===== src/rtl/lbw_pkg.sv =====
package lbw_pkg;

  typedef enum logic [1:0] {
    ST_IDLE  = 2'd0,
    ST_COUNT = 2'd1,
    ST_HOLD  = 2'd2
  } lbw_state_e;

  typedef struct packed {
    logic finish;
    logic term;
  } lbw_resolve_t;

endpackage


===== src/rtl/lbw_down_counter.sv =====
module lbw_down_counter #(
  parameter int CNT_W = 4
) (
  input  logic             clk,
  input  logic             rst_n,
  input  logic             load,
  input  logic [CNT_W-1:0] load_val,
  input  logic             dec,
  output logic [CNT_W-1:0] cnt,
  output logic             zero
);

  localparam logic [CNT_W-1:0] CNT_ONE = CNT_W'(1);

  logic             cnt_en;
  logic [CNT_W-1:0] cnt_d;

  // saturating: decrement only requested when non-zero, guarded again here
  always_comb begin
    cnt_en = load | (dec & ~zero);
    cnt_d  = cnt;
    if (load) begin
      cnt_d = load_val;
    end else if (dec && !zero) begin
      cnt_d = cnt - CNT_ONE;
    end
  end

  always_ff @(posedge clk or negedge rst_n) begin
    if (!rst_n) begin
      cnt <= '0;
    end else if (cnt_en) begin
      cnt <= cnt_d;
    end
  end

  assign zero = (cnt == '0);

endmodule


===== src/rtl/lbw_resolve.sv =====
module lbw_resolve
  import lbw_pkg::*;
(
  input  logic         rdy_en,
  input  logic         ready_n,
  input  logic         bterm_n,
  output lbw_resolve_t res
);

  // terminate outranks ready; ready only matters when enabled
  always_comb begin
    res.term   = 1'b0;
    res.finish = 1'b0;
    if (!bterm_n) begin
      res.term   = 1'b1;
      res.finish = 1'b1;
    end else if (!rdy_en) begin
      res.finish = 1'b1;
    end else if (!ready_n) begin
      res.finish = 1'b1;
    end
  end

endmodule


===== src/rtl/lbw_fsm.sv =====
module lbw_fsm
  import lbw_pkg::*;
(
  input  logic         clk,
  input  logic         rst_n,
  input  logic         beat_start,
  input  logic         cnt_zero,
  input  lbw_resolve_t res,
  output logic         cnt_load,
  output logic         cnt_dec,
  output logic         beat_done,
  output logic         burst_term,
  output logic         busy
);

  lbw_state_e state_q, state_d;
  logic       done_d, term_d;

  always_comb begin
    state_d  = state_q;
    done_d   = 1'b0;
    term_d   = 1'b0;
    cnt_load = 1'b0;
    cnt_dec  = 1'b0;
    unique case (state_q)
      ST_IDLE: begin
        if (beat_start) begin
          cnt_load = 1'b1;
          state_d  = ST_COUNT;
        end
      end
      ST_COUNT, ST_HOLD: begin
        if (!cnt_zero) begin
          cnt_dec = 1'b1;
        end else if (res.finish) begin
          done_d  = 1'b1;
          term_d  = res.term;
          state_d = ST_IDLE;
        end else begin
          state_d = ST_HOLD;
        end
      end
      default: state_d = ST_IDLE;
    endcase
  end

  always_ff @(posedge clk or negedge rst_n) begin
    if (!rst_n) begin
      state_q    <= ST_IDLE;
      beat_done  <= 1'b0;
      burst_term <= 1'b0;
    end else begin
      state_q    <= state_d;
      beat_done  <= done_d;
      burst_term <= term_d;
    end
  end

  assign busy = (state_q != ST_IDLE);

endmodule


===== src/rtl/lbus_wait_gen.sv =====
module lbus_wait_gen
  import lbw_pkg::*;
#(
  parameter int CNT_W = 4
) (
  input  logic             clk,
  input  logic             rst_n,
  input  logic             beat_start,
  input  logic [CNT_W-1:0] wait_cfg,
  input  logic             rdy_en,
  input  logic             ready_n,
  input  logic             bterm_n,
  output logic             beat_done,
  output logic             burst_term,
  output logic             wait_state
);

  logic             cnt_load;
  logic             cnt_dec;
  logic             cnt_zero;
  logic [CNT_W-1:0] cnt_val;
  lbw_resolve_t     res;

  lbw_down_counter #(.CNT_W(CNT_W)) u_cnt (
    .clk      (clk),
    .rst_n    (rst_n),
    .load     (cnt_load),
    .load_val (wait_cfg),
    .dec      (cnt_dec),
    .cnt      (cnt_val),
    .zero     (cnt_zero)
  );

  lbw_resolve u_res (
    .rdy_en  (rdy_en),
    .ready_n (ready_n),
    .bterm_n (bterm_n),
    .res     (res)
  );

  lbw_fsm u_fsm (
    .clk        (clk),
    .rst_n      (rst_n),
    .beat_start (beat_start),
    .cnt_zero   (cnt_zero),
    .res        (res),
    .cnt_load   (cnt_load),
    .cnt_dec    (cnt_dec),
    .beat_done  (beat_done),
    .burst_term (burst_term),
    .busy       (wait_state)
  );

endmodule


===== config.mk =====
export PLATFORM = sky130hd
export DESIGN_NAME = lbus_wait_gen
export DESIGN_NICKNAME = d
export VERILOG_FILES = /design/src/rtl/lbw_pkg.sv /design/src/rtl/lbw_down_counter.sv /design/src/rtl/lbw_resolve.sv /design/src/rtl/lbw_fsm.sv /design/src/rtl/lbus_wait_gen.sv
export SDC_FILE = /design/constraint.sdc
export NUM_CORES = 1
export LEC_CHECK = 0
export BUFFER_PORTS_ARGS = -buffer_cell sky130_fd_sc_hd__buf_2
export CAP_MARGIN = 20
export CORE_AREA = 2 2 39 41
export CTS_BUF_LIST = sky130_fd_sc_hd__clkbuf_4 sky130_fd_sc_hd__clkbuf_8
export DETAILED_ROUTE_END_ITERATION = 10
export DIE_AREA = 0 0 41 43
export PLACE_DENSITY_LB_ADDON = 0.05
export SLEW_MARGIN = 20
export SYNTH_ARGS = -nofsm -noshare
export SYNTH_HDL_FRONTEND = slang
export SYNTH_SLANG_ARGS = --single-unit

===== constraint.sdc =====
create_clock -name clk -period 2.4 [get_ports clk]
set_input_delay 0.12 -clock clk [delete_from_list [all_inputs] [get_ports clk]]
set_output_delay 0.12 -clock clk [all_outputs]
set_load 0.005 [all_outputs]

Yosys cells after proc, flatten, opt, wreduce, memory -nomap -nowiden
Cells that the tools add are included.
Widths: inputs -> output; s select.
{"block": "op_classes", "add_sub_neg": 1, "bitwise": 3, "n_lt_le_gt_ge": 0, "n_mux": 20, "n_eq_ne": 4, "mul": 0, "reduce_logical": 9, "shifts": 0, "div": 0}
{"op": "$mux 1", "n": 14}
{"op": "$mux 4", "n": 2}
{"op": "$mux 2", "n": 3}
{"op": "$logic_not 4->1", "n": 1}
{"op": "$ne 2x2->1 const B", "n": 2}
{"op": "$pmux 2 s2", "n": 1}
{"op": "$reduce_and 2->1", "n": 2}
{"op": "$reduce_bool 2->1", "n": 2}
{"op": "$sub 4x1->4 const B", "n": 1}
{"op": "$eq 2x1->1 const B", "n": 1}
{"op": "$eq 2x2->1 const B", "n": 1}
{"op": "$logic_not 2->1", "n": 1}
{"op": "$reduce_or 2->1", "n": 1}
{"op": "$and 1x1->1", "n": 1}
{"op": "$logic_and 1x1->1", "n": 1}
{"op": "$logic_not 1->1", "n": 1}
{"op": "$not 1->1", "n": 1}
{"op": "$or 1x1->1", "n": 1}
{"block": "totals", "n_memories": 0, "ramBits": 0, "mem_bits_ro": 0, "latchBits": 0, "wordCells": 41, "regBits": 8}

Depth between registers and ports, before layout
{"block": "depth", "word_depth": 6, "ltp_mapped": 5, "ltp_nobuf": 5}

Modules after synthesis
Synthesis repeated with hierarchy kept, for this count alone.
{"block": "unflattened", "hier_cells": 48, "area_unflattened_um2": 513.0}
{"module": "lbw_down_counter", "area_each_um2": 270.3, "seq_area_each_um2": 100.1, "instances": 1, "cells_each": 27}
{"module": "lbw_fsm", "area_each_um2": 234.0, "seq_area_each_um2": 100.1, "instances": 1, "cells_each": 19}
{"module": "lbw_resolve", "area_each_um2": 8.8, "seq_area_each_um2": 0.0, "instances": 1, "cells_each": 2}

Worst setup path before layout
Ideal clock, no wire load.
{"block": "synth_timing", "path_kind": "reg2reg", "start": "register u_fsm.state_q[1]", "end": "register u_fsm.state_q[0]", "slack_ns": 0.978, "required_ns": 2.275, "synth_period_minus_slack_ns": 1.422, "path_stages_with_launch": 6, "arrival_ns": 1.297, "cell_sequence": "dfrtp_1 -> inv_1 -> ha_1 -> inv_1 -> o21ai_2 -> mux2_4"}
{"block": "synth_between", "elab_chain_len": 4, "elab_cells_between_ends": 8}
{"item": "start: declaration", "line_no": "lbw_fsm.sv:16", "text": "lbw_state_e state_q, state_d;"}
{"item": "start signal: assignment", "line_no": "lbw_fsm.sv:53", "text": "state_q <= state_d;"}
{"item": "$eq 2x1->1 / $eq 2x2->1 (equally long branches)", "line_no": "lbw_fsm.sv:25", "text": "unique case (state_q)"}
{"item": "$reduce_or 2->1", "line_no": "lbw_fsm.sv:25"}
{"item": "$ne 2x2->1 (no line)"}
{"item": "$reduce_and 2->1 (no line)"}
Several ways; a longest one is shown, not always the timed one.
A chain may end at the register's enable or synchronous reset.

Worst setup path after layout
Same ends and word-level chain as after synthesis.

==> summary.txt <==
Floorplan
  • Initial standard-cell utilization of the core: 0.341
  • Rows: 14
  • Overall die area: 1760 um2
  • Die W: 41 um
  • Die Y-Extent: 43 um
  • Core ar.: 1380 um2
  • Total I/O pin count: 13

Clock network
  • Number of buffers created by CTS: 3
  • Clock buffer depth: 2
  • Cts repair resizes: 0
  • Clock tree root driver cell: clkbuf_4
  • Clock-pin slew of the registers on the worst-case setup and hold paths: 0.05 ns
  • Postcts setup bufs: 0
  • Hold Buf Count CTS: 1
  • CTS tree: done
  • Count of H-tree levels built during CTS: 1
  • CTS Sinks: 8
  • Clock insertion delay at the later pin of the skew report: 0.25 ns

Global route
  • Largest net degree at the start of global routing: 9
  • Total congestion overflow: 0
  • First-pass GRT wire length: 1490 um
  • Overall Global Routing Usage: 0.128
  • Via count of the first global-routing pass: 387
  • Number of antenna violations at the first check in global routing: 0

Power and ir drop
  • Total net switching power: 244 uW
  • Total leakage power: 0.000279 uW
  • Power density relative to cell area: 1070 nW/um2
  • Sequential fraction of design power: 0.376
  • Maximum resistive drop on vdd: 0.000390 V
  • Internal power component: 382 uW
  • Switching share of total power: 0.389
  • Total chip power: 626 uW
  • Share of power burned in combinational logic: 0.466
  • Clock network fraction of design power: 0.158

Yosys
  • Syn_nets: 60
  • Count of unique library cells instantiated by Yosys: 22
  • Syn Inst Count: 47
  • Seq/Total Area, Yosys: 0.424
  • Top-area cell type share of the netlist area: 0.424
  • Top cells by area, synth: dfrtp_1, ha_1, inv_1
  • Flop and latch count out of synthesis: 8
  • Post-Synthesis Mean Instance Area: 10.0 um2
  • Post-Synthesis Cell Area: 472 um2
  • Post-synthesis cell type with the largest combined area: dfrtp_1
  • Synthesis warning total: 0

Layout
  • Number of antenna repair diodes: 0
  • Share of post-route cells with drive strength above 1: 0.349
  • Commonest non-fill, non-tap cell in the layout: buf_2
  • Area growth from synthesis to final layout: 23.9%
  • Highest-count cells in the layout ignoring fill and taps: buf_2, dfrtp_1, inv_1, nor2_1, nand2_1
  • Net count, final: 78

STA
  • Min cycle time layout: 1.56 ns
  • Actual transition at the worst max-transition pin: 0.255 ns
  • Highest clock rate: 0.642 GHz
  • RSZ-0062 raised after global routing: false
  • Number of pins exceeding their max-slew limit in the final report: 0
  • Sum of negative setup slack: 0 ns
  • Final clock skew: 0.000420 ns
  • Tcrit/Tclk final: 0.649
  • Fin. Hold Viols: 0
  • Relative slew slack: 0.830
  • Total setup violations reported at the end of the flow: 0

Worst hold path
  • Worst min-delay path class: in -> reg

Route
  • Residual antenna-violating net count after detailed routing: 0
  • Initial DRC count: 7
  • Residual DRC count: 0
  • Total number of vias: 390
  • Wire per inst: 11.5 um
  • DR pass1 iterations: 4
  • DR vias/cell: 4.94
  • Routed wire length: 910 um

Critical path
  • Startpoint class of the critical path: flip-flop
  • CP Data Required Time: 2.53 ns
  • Crit path max fanout: 7
  • Classification of the worst setup path: reg -> reg
  • CP Data Arrival Time: 1.69 ns
  • Type of element capturing the critical path: flip-flop

Place
  • Placer congestion estimate: 0.715
  • Detailed Place HPWL: 708 um
  • Number of port buffers: 12

Flow run
  • Max-cap violations: 0

Run status
  • Run status: completed
==> cells by family (layout without fill, tap and decap cells) <==
group / Yosys count / after routing / synth area share
fa+ha+maj: 3 / 3 / 0.0796
mux: 2 / 2 / 0.0530
compound gates: 10 / 10 / 0.156
simple gates: 18 / 18 / 0.239
buf+inv: 6 / 22 / 0.0477
flops: 8 / 8 / 0.424
==> cell usage after synthesis <==
library cell  number
nor4b_2            1
nand3_1            2
nor3b_2            1
mux2i_1            1
o21ai_0            2
mux2_4             1
or3_4              1
a31oi_2            1
o21ai_2            1
nand4_1            1
dfrtp_1            8
nand4b_1           1
ha_1               3
o21ai_1            1
a31oi_1            2
nand2b_1           1
inv_1              6
nor2_1             5
nand2_1            4
a21oi_1            2
o2bb2ai_2          1
or3b_1             1
==> worst paths after layout <==
path | startpoint | endpoint | slack (ns) | cells past startpoint
max reg2reg | u_fsm.state_q[1]$_DFFE_PN0P_ | u_fsm.state_q[0]$_DFFE_PN0P_ | 0.84 | 5
max | u_fsm.state_q[1]$_DFFE_PN0P_ | u_fsm.state_q[0]$_DFFE_PN0P_ | 0.84 | 5
min | bterm_n | u_fsm.burst_term$_DFF_PN0_ | 0.06 | 2
min in group asynchronous | rst_n | u_fsm.state_q[0]$_DFFE_PN0P_ | 0.24 | 2
max in group asynchronous | rst_n | u_cnt.cnt[1]$_DFFE_PN0P_ | 2.00 | 2
min reg2reg | u_fsm.state_q[1]$_DFFE_PN0P_ | u_fsm.state_q[1]$_DFFE_PN0P_ | 0.52 | 1
==> flip-flops by register name (all words and copies together) (netlist names) <==
| signal | flops |
|---|---|
| u_cnt.cnt | 4 |
| u_fsm.burst_term | 1 |
| u_fsm.state_q | 2 |
| u_fsm.beat_done | 1 |
==> through the flow <==
step           hold WS (ns)  setup WS, ns  cells  utilization  instance area [um2]
2_1_floorplan        -0.176         0.978     47            -                  472
3_3_place_gp        -0.0223         0.842     75        0.399                  552
3_5_place_dp        -0.0238         0.841     75        0.399                  552
4_1_cts              0.0546         0.828     79        0.422                  584
5_1_grt              0.0524         0.770     79        0.422                  584
6_report             0.0597         0.843     79        0.422                  584
==> power groups by stage <==
stage / sequential (uW) / clock [uW] / combinational, uW
finish: 235 / 98.7 / 292
global route: 240 / 118 / 335
CTS: 232 / 105 / 298
detailed placement: 235 / 0 / 294
floorplan: 225 / 0 / 228
global placement: 237 / 0 / 297
==> routing by layer <==
layer  vias up  track usage  routed length [um]
met1       181        0.121                 387
met4         0       0.0333                   0
li1        198            -                   -
met3         0       0.0942                  81
met5         -            0                   0
met2        11        0.209                 441
==> area by class of cell <==
type / instances / area (um2)
Fill cell: 140 / 800
Multi-Input combinational cell: 33 / 249
Sequential cell: 8 / 200
Timing Repair Buffer: 13 / 70.1
Clock buffer: 3 / 22.5
Inverter: 6 / 22.5
Tap cell: 16 / 20.0
==> worst max-delay path, stage by stage, from the launching register on <==
cell,delay [ns]
dfrtp_1,0.38
inv_1,0.07
ha_1,0.39
inv_1,0.10
o21ai_2,0.20
mux2_4,0.31
(Power assumes the default switching activity.)
